===== src/rtl/scl_mon_pkg.sv =====
package scl_mon_pkg;
  // Strobes the control path sends to the datapath each cycle.
  typedef struct packed {
    logic cntClear;
    logic cntInc;
  } monStrobes_t;

  localparam int CLR_W = 3;
  localparam int CLR_TIMEOUT = 0;
endpackage


===== src/rtl/scl_mon_datapath.sv =====
module scl_mon_datapath
  import scl_mon_pkg::*;
#(
  parameter int LIMIT_W = 20
) (
  input  logic               clk,
  input  logic               rstN,
  input  logic               sclIn,
  input  logic               bitTick,
  input  logic               limitWe,
  input  logic [LIMIT_W-1:0] limitWdata,
  input  monStrobes_t        strb,
  output logic [LIMIT_W-1:0] limitRd,
  output logic               limitZero,
  output logic               atLimit,
  output logic               nearLimit
);
  localparam logic [LIMIT_W-1:0] ONE = LIMIT_W'(1);

  logic [LIMIT_W-1:0] limitQ;
  logic [LIMIT_W-1:0] cntQ;

  always_ff @(posedge clk or negedge rstN) begin
    if (!rstN) limitQ <= '0;
    else if (limitWe) limitQ <= limitWdata;
  end

  always_ff @(posedge clk or negedge rstN) begin
    if (!rstN) cntQ <= '0;
    else if (strb.cntClear) cntQ <= '0;
    else if (strb.cntInc) cntQ <= cntQ + ONE;
  end

  assign limitRd   = limitQ;
  assign limitZero = (limitQ == '0);
  assign atLimit   = (cntQ == limitQ);
  assign nearLimit = ((cntQ + ONE) == limitQ);

  AST_CNT_BOUND: assert property (@(posedge clk) disable iff (!rstN)
    cntQ <= limitQ);
  AST_HIGH_RESETS: assert property (@(posedge clk) disable iff (!rstN)
    sclIn |=> (cntQ == '0));
  AST_DISABLED_IDLE: assert property (@(posedge clk) disable iff (!rstN)
    (limitQ == '0) |-> (cntQ == '0));
  AST_NO_TICK_HOLD: assert property (@(posedge clk) disable iff (!rstN)
    (!bitTick && !sclIn && !limitWe) |=> $stable(cntQ));
endmodule


===== src/rtl/scl_mon_control.sv =====
module scl_mon_control
  import scl_mon_pkg::*;
(
  input  logic             clk,
  input  logic             rstN,
  input  logic             sclIn,
  input  logic             bitTick,
  input  logic             limitWe,
  input  logic             limitZero,
  input  logic             atLimit,
  input  logic             nearLimit,
  input  logic             irqEnWe,
  input  logic             irqEnWdata,
  input  logic [CLR_W-1:0] irqClear,
  output monStrobes_t      strb,
  output logic             statusQ,
  output logic             irqEnQ,
  output logic             irqOut
);
  logic setEvent;

  always_comb begin
    strb.cntClear = sclIn | limitZero | limitWe;
    strb.cntInc   = bitTick & ~atLimit & ~strb.cntClear;
    setEvent      = strb.cntInc & nearLimit;
  end

  always_ff @(posedge clk or negedge rstN) begin
    if (!rstN) statusQ <= 1'b0;
    else if (setEvent) statusQ <= 1'b1;
    else if (irqClear[CLR_TIMEOUT]) statusQ <= 1'b0;
  end

  always_ff @(posedge clk or negedge rstN) begin
    if (!rstN) irqEnQ <= 1'b0;
    else if (irqEnWe) irqEnQ <= irqEnWdata;
  end

  assign irqOut = statusQ & irqEnQ;

  AST_SET_WINS: assert property (@(posedge clk) disable iff (!rstN)
    setEvent |=> statusQ);
  AST_STICKY: assert property (@(posedge clk) disable iff (!rstN)
    (statusQ && !irqClear[CLR_TIMEOUT]) |=> statusQ);
  AST_CLEAR: assert property (@(posedge clk) disable iff (!rstN)
    (irqClear[CLR_TIMEOUT] && !setEvent) |=> !statusQ);
  AST_DISABLED_NOSET: assert property (@(posedge clk) disable iff (!rstN)
    (limitZero && !statusQ && !limitWe) |=> !statusQ);
endmodule


===== src/rtl/scl_lowtime_monitor.sv =====
module scl_lowtime_monitor
  import scl_mon_pkg::*;
#(
  parameter int LIMIT_W = 20
) (
  input  logic               clk,
  input  logic               rstN,
  input  logic               sclIn,
  input  logic               bitTick,
  input  logic               limitWe,
  input  logic [LIMIT_W-1:0] limitWdata,
  output logic [LIMIT_W-1:0] limitRd,
  input  logic               irqEnWe,
  input  logic               irqEnWdata,
  output logic               irqEnRd,
  input  logic [2:0]         irqClear,
  output logic               toStatus,
  output logic               irqOut
);
  monStrobes_t strb;
  logic limitZero, atLimit, nearLimit;

  scl_mon_datapath #(.LIMIT_W(LIMIT_W)) uDp (
    .clk(clk), .rstN(rstN), .sclIn(sclIn), .bitTick(bitTick),
    .limitWe(limitWe), .limitWdata(limitWdata), .strb(strb),
    .limitRd(limitRd), .limitZero(limitZero), .atLimit(atLimit),
    .nearLimit(nearLimit)
  );

  scl_mon_control uCtl (
    .clk(clk), .rstN(rstN), .sclIn(sclIn), .bitTick(bitTick),
    .limitWe(limitWe), .limitZero(limitZero), .atLimit(atLimit),
    .nearLimit(nearLimit), .irqEnWe(irqEnWe), .irqEnWdata(irqEnWdata),
    .irqClear(irqClear), .strb(strb), .statusQ(toStatus),
    .irqEnQ(irqEnRd), .irqOut(irqOut)
  );
endmodule


===== config.mk =====
export PLATFORM = sky130hd
export DESIGN_NAME = scl_lowtime_monitor
export DESIGN_NICKNAME = d
export VERILOG_FILES = /design/src/rtl/scl_mon_pkg.sv /design/src/rtl/scl_mon_datapath.sv /design/src/rtl/scl_mon_control.sv /design/src/rtl/scl_lowtime_monitor.sv
export SDC_FILE = /design/constraint.sdc
export NUM_CORES = 1
export LEC_CHECK = 0
export ABC_AREA = 1
export CORE_ASPECT_RATIO = 1.25
export CORE_MARGIN = 5
export CORE_UTILIZATION = 50
export CTS_BUF_LIST = sky130_fd_sc_hd__clkbuf_2 sky130_fd_sc_hd__clkbuf_4 sky130_fd_sc_hd__clkbuf_8
export CTS_CLUSTER_SIZE = 10
export DETAILED_ROUTE_END_ITERATION = 12
export PLACE_DENSITY = 0.77
export SLEW_MARGIN = 0
export SYNTH_ARGS = -nofsm -noshare
export SYNTH_HDL_FRONTEND = slang
export SYNTH_SLANG_ARGS = --single-unit

===== constraint.sdc =====
create_clock -name clk -period 1.9 [get_ports clk]
set_clock_uncertainty 0.05 [all_clocks]
set_input_delay 0.38 -clock clk [delete_from_list [all_inputs] [get_ports clk]]
set_output_delay 0.38 -clock clk [all_outputs]
set_load 0.1 [all_outputs]

==> impl_metrics.py, run 1 <==
metrics = {
    "synth": {
        "netlist_area_um2": 2870,
        "post-synth-top-area-cell": "dfrtp_1",
        "synth.distinct_cells": 31,
        "netlist_top_cells_count": "nand2_1 (139), inv_1 (43), dfrtp_1 (42)",
        "netlist_instances": 397,
        "synth_top_area_share_pct": 36.6,
        "synth_seq_area_share_pct": 36.6,
        "synthArstFlopShare_pct": 100,
        "avgSynthCellArea_um2": 7.24,
        "ys.flop_type": "dfrtp_1",
        "synth_most_common_cell": "nand2_1",
        "synth_area_leaders": "dfrtp_1 (37%), nand2_1 (18%), inv_1 (5.6%)",
        "yosys_register_bits": 42,
        "synth_fp_nets": 428,
        "yosysWarningCount": 0,
        "synth-edff-count": 0,
    },
    "drt": {
        "drtAntennaViolNets": 0,
        "drt_pass1_iterations": 4,
        "viasPerCell": 5.14,
        "drc": 0,
        "totalWireLength_mm": 7.80,
        "initialDrtViolationCount": 127,
        "wl_per_cell_um": 14.5,
        "dr_total_vias": 2768,
    },
    "placement": {
        "hpwl_mm": 6.13,
        "gp_congestion": 0.891,
        "port_buffers": 50,
    },
    "die": {
        "initial_core_util_pct": 52.1,
        "coreArea_um2": 5520,
        "die_height_um": 94.7,
        "dieArea_um2": 7370,
        "rows": 30,
        "die_w_um": 77.8,
        "ios": 53,
    },
    "status": {
        "status": "completed",
    },
    "clock_network": {
        "cts_tree": "yes",
        "h-tree-depth": 2,
        "clk_latency_ns": 0.30,
        "clk_pin_slew_ns": 0.08,
        "clock_path_buffers": 2,
        "root_buffer": "clkbuf_8",
        "cts_buffers": 5,
        "cts.sinks": 42,
    },
    "cells_and_area": {
        "area_delta_synth_final_pct": 40.8,
        "nets": 504,
        "final_core_util_pct": 73.3,
        "diodes": 0,
        "fillCellCount": 425,
        "drive_above_1_share_pct": 28.7,
    },
    "critical_path": {
        "r2r_slack_ns": 0.11,
        "cpMaxStageDelayCell": "dfrtp_2",
        "crit_chain": "ha_4, nand2_2, nor2_4, nand3_4, nor2_4, nand3_1, nand2_1, nand3_1, nor2_1, nand2_1, nand2_1",
        "reg2reg_from": "uDp.cntQ[0]",
        "cp-start-kind": "flip-flop",
        "critPathLaunch": "uDp.cntQ[0]",
        "r2r_cells": 11,
        "critPathBufInv": 0,
        "r2r_end": "uCtl.statusQ",
        "crit_family": "simple AND/OR/NAND/NOR gates",
        "slowest_delay_ns": 0.42,
        "crit_required_ns": 2.09,
        "crit_type": "flip-flop to flip-flop",
        "timing.critical_path.to_type": "flip-flop",
        "cp.arrival_ns": 1.99,
        "path_common_cell": "nand2_1",
        "critPathMaxFanout": 5,
    },
    "sta": {
        "relSlewSlack_pct": 67.0,
        "period_needed_ns": 1.79,
        "hold_viol": 0,
        "post-route-period-util_pct": 94.3,
        "whs_ns": 0.500,
        "finalSetupViolations": 0,
        "worst_pin_slew_ns": 0.495,
        "max_freq_mhz": 558,
        "rsz0062_at_grt": "true",
        "drv_slew": 0,
    },
    "worst_hold_path": {
        "min_from": "uCtl.statusQ",
        "hold_path_class": "flip-flop to flip-flop",
        "hold_depth": 2,
        "hold_path_end": "uCtl.statusQ",
    },
    "job": {
        "cap_violations": 0,
    },
    "power_and_ir_drop": {
        "p_leak_nw": 1.84,
        "power_density_nw_per_um2": 615,
        "power_mw": 2.49,
        "irDropWorstVdd_mv": 0.399,
    },
    "global_route": {
        "grt_max_degree": 40,
        "grt_first_pass_wirelength_mm": 13.1,
        "grt_util_all_layers_pct": 22.5,
        "grt.overflow.total": 0,
        "first_global_vias": 2829,
        "grt_antenna_before_repair": 0,
    },
}
-- how the worst max path moves through the flow --
stage | end | slack, ns | cells after the start
2_1_floorplan | uDp.cntQ[5] | 0.03 | 12
3_3_place_gp | uCtl.statusQ | 0.08 | 10
3_5_place_dp | uDp.cntQ[0] | 0.03 | 11
4_1_cts | uDp.cntQ[0] | 0.003 | 11
5_1_grt | uCtl.statusQ | -0.07 | 13
6_report | uCtl.statusQ | 0.11 | 11
-- worst register-to-register path, cell delays in order, from the launching register on --
cell     delay, ns
dfrtp_2       0.42
ha_4          0.16
nand2_2       0.07
nor2_4        0.23
nand3_4       0.18
nor2_4        0.17
nand3_1       0.09
nand2_1       0.08
nand3_1       0.07
nor2_1        0.11
nand2_1       0.07
nand2_1       0.05
-- power breakdown --
group	leakage (nW)	internal (mW)	switching, mW
logic	1.27	0.331	0.519
registers	0.520	0.943	0.0645
clock network	0.0517	0.308	0.322
-- timing repair --
action                                  4_1_cts  5_1_grt
hold buffers                                  1        0
endpoints found under the hold margin         7        0
resized for setup                             1       15
pin swaps                                     0        4
buffers inserted                              0        2
endpoints found under the setup margin        1       13
-- layout make-up --
type	count	area, um2	area share [%]
Tap cell	64	80.1	1.98
Clock buffer	7	90.1	2.23
Multi-Input combinational cell	298	1650	40.7
Inverter	48	180	4.46
Clock inverter	1	5.00	0.124
Timing Repair Buffer	78	963	23.8
Sequential cell	42	1080	26.7
-- sequential cells by signal, summed over array words and instances, names as in the netlist --
name and count:
uCtl.statusQ 1, uDp.cntQ 20, uDp.limitRd 20, uCtl.irqEnQ 1
-- metrics by stage --
step | setup WS [ns] | cells | instance area [um2] | setup TNS, ns
after global routing | -0.0689 | 538 | 4040 | -0.0713
final | 0.109 | 538 | 4040 | 0
after CTS | 0.00308 | 536 | 3970 | 0
after global placement | 0.0783 | 527 | 3860 | 0
after detailed placement | 0.0325 | 527 | 3860 | 0
after floorplan | 0.0274 | 397 | 2900 | 0
-- kinds of logic (layout without fill, tap and decap cells) --
family,Yosys count,count (layout),synth area share [%]
muxes,2,2,0.784
AOI/OAI and AO/OA,41,41,9.45
xor gates and xnor gates,31,31,9.45
and+or+nand+nor,223,223,34.9
adders and majority gates,1,1,0.435
DFF,42,42,36.6
buffers and inverters,57,134,8.41
-- per-layer routing --
metal / GRT usage (%) / wire length [um] / vias to the layer above
li1: - / - / 1388
met1: 26.7 / 3220 / 1276
met2: 39.5 / 3950 / 80
met4: 10.6 / 266 / 0
met3: 3.44 / 363 / 24
met5: 0 / 0 / -
-- cell usage in the layout, fill, tap and decap left out --
master / count
dfrtp_1: 19
a21oi_1: 1
nand3b_1: 3
clkinv_1: 2
nand2_1: 136
clkdlybuf4s50_1: 26
ha_4: 1
nand4_1: 9
inv_1: 41
a21oi_4: 1
nand3_4: 1
xnor2_1: 11
xnor2_2: 4
nand3_2: 1
xor2_2: 1
nor3_1: 3
o21bai_1: 1
buf_2: 1
o21ai_0: 23
nor2_4: 6
nor2_1: 29
buf_12: 25
o21ai_2: 14
xor2_1: 15
or2_2: 3
nand2_4: 2
nand3_1: 16
clkbuf_8: 6
clkbuf_4: 1
mux2_2: 2
and2_1: 1
buf_4: 25
inv_2: 5
o21ai_1: 1
clkinv_2: 1
nor2_2: 7
nand2_2: 6
dfrtp_2: 23
dlygate4sd3_1: 1
Power figures use the tool's default switching activity.
==> run 2: changes to the inputs <==
REMOVE_ABC_BUFFERS = 1   (was unset)
SLEW_MARGIN = 10   (was 0)
==> run 2 against run 1 <==
  * The run now ends with negative hold slack left
  * Sequential share of layout area shrank 0.85 points
  * Sequential cell count unchanged
  * Count of clock-buffer cells in the layout down 2
  * Worst setup slack worse by 0.081 ns
  * Critical path depth fell by 3
==> impl_metrics.py, run 2 (same netlist as run 1, synthesis figures left out) <==
metrics = {
    "status": {
        "status": "complete, but fails checks",
        "violations": "negative hold slack",
    },
    "sta": {
        "finalSetupViolations": 0,
        "max_freq_mhz": 534,
        "period_needed_ns": 1.87,
        "relSlewSlack_pct": 65.4,
        "worst_pin_slew_ns": 0.519,
        "whs_ns": -0.00619,
        "drv_slew": 0,
        "rsz0062_at_grt": "true",
        "hold_viol": 15,
        "post-route-period-util_pct": 98.5,
    },
    "critical_path": {
        "crit_required_ns": 2.04,
        "crit_type": "flip-flop to flip-flop",
        "crit_chain": "xnor2_1, nand4_1, nor2_2, nand2_2, nand3_4, clkinvlp_4, nand2_1, o21ai_2",
        "critPathBufInv": 1,
        "critPathMaxFanout": 6,
        "cp.arrival_ns": 2.02,
        "timing.critical_path.to_type": "flip-flop",
        "slowest_delay_ns": 0.46,
        "crit_family": "simple AND/OR/NAND/NOR gates",
        "critPathLaunch": "uDp.cntQ[7]",
        "cpMaxStageDelayCell": "dfrtp_1",
        "reg2reg_from": "uDp.cntQ[7]",
        "cp-start-kind": "flip-flop",
    },
    "drt": {
        "drc": 0,
        "viasPerCell": 5.22,
        "initialDrtViolationCount": 197,
        "drt_pass1_iterations": 4,
        "totalWireLength_mm": 7.95,
        "drtAntennaViolNets": 0,
        "wl_per_cell_um": 14.7,
        "dr_total_vias": 2830,
    },
    "cells_and_area": {
        "nets": 508,
        "multi_input_comb_area_um2": 1660,
        "drive_above_1_share_pct": 26.8,
        "fillCellCount": 396,
        "seqCellArea_um2": 1060,
        "diodes": 0,
        "layout_common_cells": "nand2_1 (132), inv_1 (39), dfrtp_1 (37)",
        "mostFrequentLayoutCell": "nand2_1",
        "area_delta_synth_final_pct": 42.4,
        "final_core_util_pct": 74.1,
    },
    "global_route": {
        "grt_first_pass_wirelength_mm": 12.7,
        "grt_antenna_before_repair": 0,
        "grt.overflow.total": 0,
        "grt_max_degree": 40,
        "first_global_vias": 2721,
        "grt_util_all_layers_pct": 21.7,
    },
    "placement": {
        "gp_congestion": 0.894,
        "port_buffers": 50,
        "hpwl_mm": 6.02,
    },
    "clock_network": {
        "cts_tree": "yes",
        "ctsHoldBuffers": 0,
        "root_buffer": "clkbuf_8",
        "cts_buffers": 5,
        "clk_latency_ns": 0.30,
        "clk_pin_slew_ns": 0.08,
        "clock_path_buffers": 2,
        "cts.sinks": 42,
        "h-tree-depth": 2,
    },
    "power_and_ir_drop": {
        "power_density_nw_per_um2": 630,
        "power_mw": 2.58,
        "p_leak_nw": 1.88,
        "irDropWorstVdd_mv": 0.470,
    },
    "die": {
        "rows": 30,
        "initial_core_util_pct": 52.1,
        "dieArea_um2": 7370,
        "ios": 53,
        "coreArea_um2": 5520,
        "die_w_um": 77.8,
        "die_height_um": 94.7,
    },
    "worst_hold_path": {
        "hold_path_class": "primary input to asynchronous set/reset pin",
    },
    "job": {
        "cap_violations": 0,
    },
}
run 2: cell count changes in the layout (fill, tap and decap cells not counted), moves of 2 or more:
cell,change
nand2_1,-4
dfrtp_2,-18
nand2_2,+4
inv_1,-2
dfrtp_1,+18
buf_4,+4
run 2: final timing paths:
| kind | endpoint | slack (ns) | depth (start not counted) |
|---|---|---|---|
| setup / recovery | uDp.cntQ[2] | 0.03 | 8 |
| hold / removal | uDp.limitRd[2] | -0.006 | 1 |
| setup reg to reg | uDp.cntQ[2] | 0.03 | 8 |
| hold reg to reg | uDp.cntQ[19] | 0.51 | 2 |
| max in group asynchronous | uDp.limitRd[8] | 1.28 | 2 |
| min in group clk | uDp.cntQ[19] | 0.51 | 2 |
run 2: worst reg2reg max path, stage by stage, from the launching register on:
cell and delay, ns:
dfrtp_1 0.46, xnor2_1 0.32, nand4_1 0.18, nor2_2 0.14
nand2_2 0.11, nand3_4 0.10, clkinvlp_4 0.22, nand2_1 0.14
o21ai_2 0.06
run 2: per-layer routing:
layer  vias to the layer above  wire length (um)  GRT usage, %
met5                         -                 0             0
met1                      1315              3120          26.1
met3                        18               493          3.24
met4                         0               235          9.03
met2                       100              4100          38.4
li1                       1397                 -             -
run 2: per-stage QoR:
stage               cell area (um2)  hold slack (ns)  std cells  worst slack [ns]  TNS, ns
floorplan                      2810           0.0344        388            -0.374    -6.20
global placement               3810            0.321        524            0.0907        0
detailed placement             3810            0.325        524            0.0570        0
CTS                            3920          0.00605        532            0.0191        0
global route                   4090           0.0223        542            -0.112   -0.785
finish                         4090         -0.00619        542            0.0278        0
run 2: power breakdown:
part	total (mW)	internal (mW)	switching, mW
clock network	0.707	0.387	0.320
logic	0.877	0.339	0.538
registers	0.995	0.936	0.0589
total	2.58	1.66	0.918
run 2: final cells by class:
| class | count | share of cell area, % |
|---|---|---|
| Multi-Input combinational cell | 298 | 40.6 |
| Tap cell | 64 | 1.96 |
| Clock inverter | 3 | 0.979 |
| Inverter | 48 | 4.62 |
| Clock buffer | 5 | 1.68 |
| Timing Repair Buffer | 82 | 24.3 |
| Sequential cell | 42 | 25.8 |
run 2: timing repair:
item                       CTS  global route
setup endpoints to repair    0            13
resized for setup            0            30
setup buffers                0            10
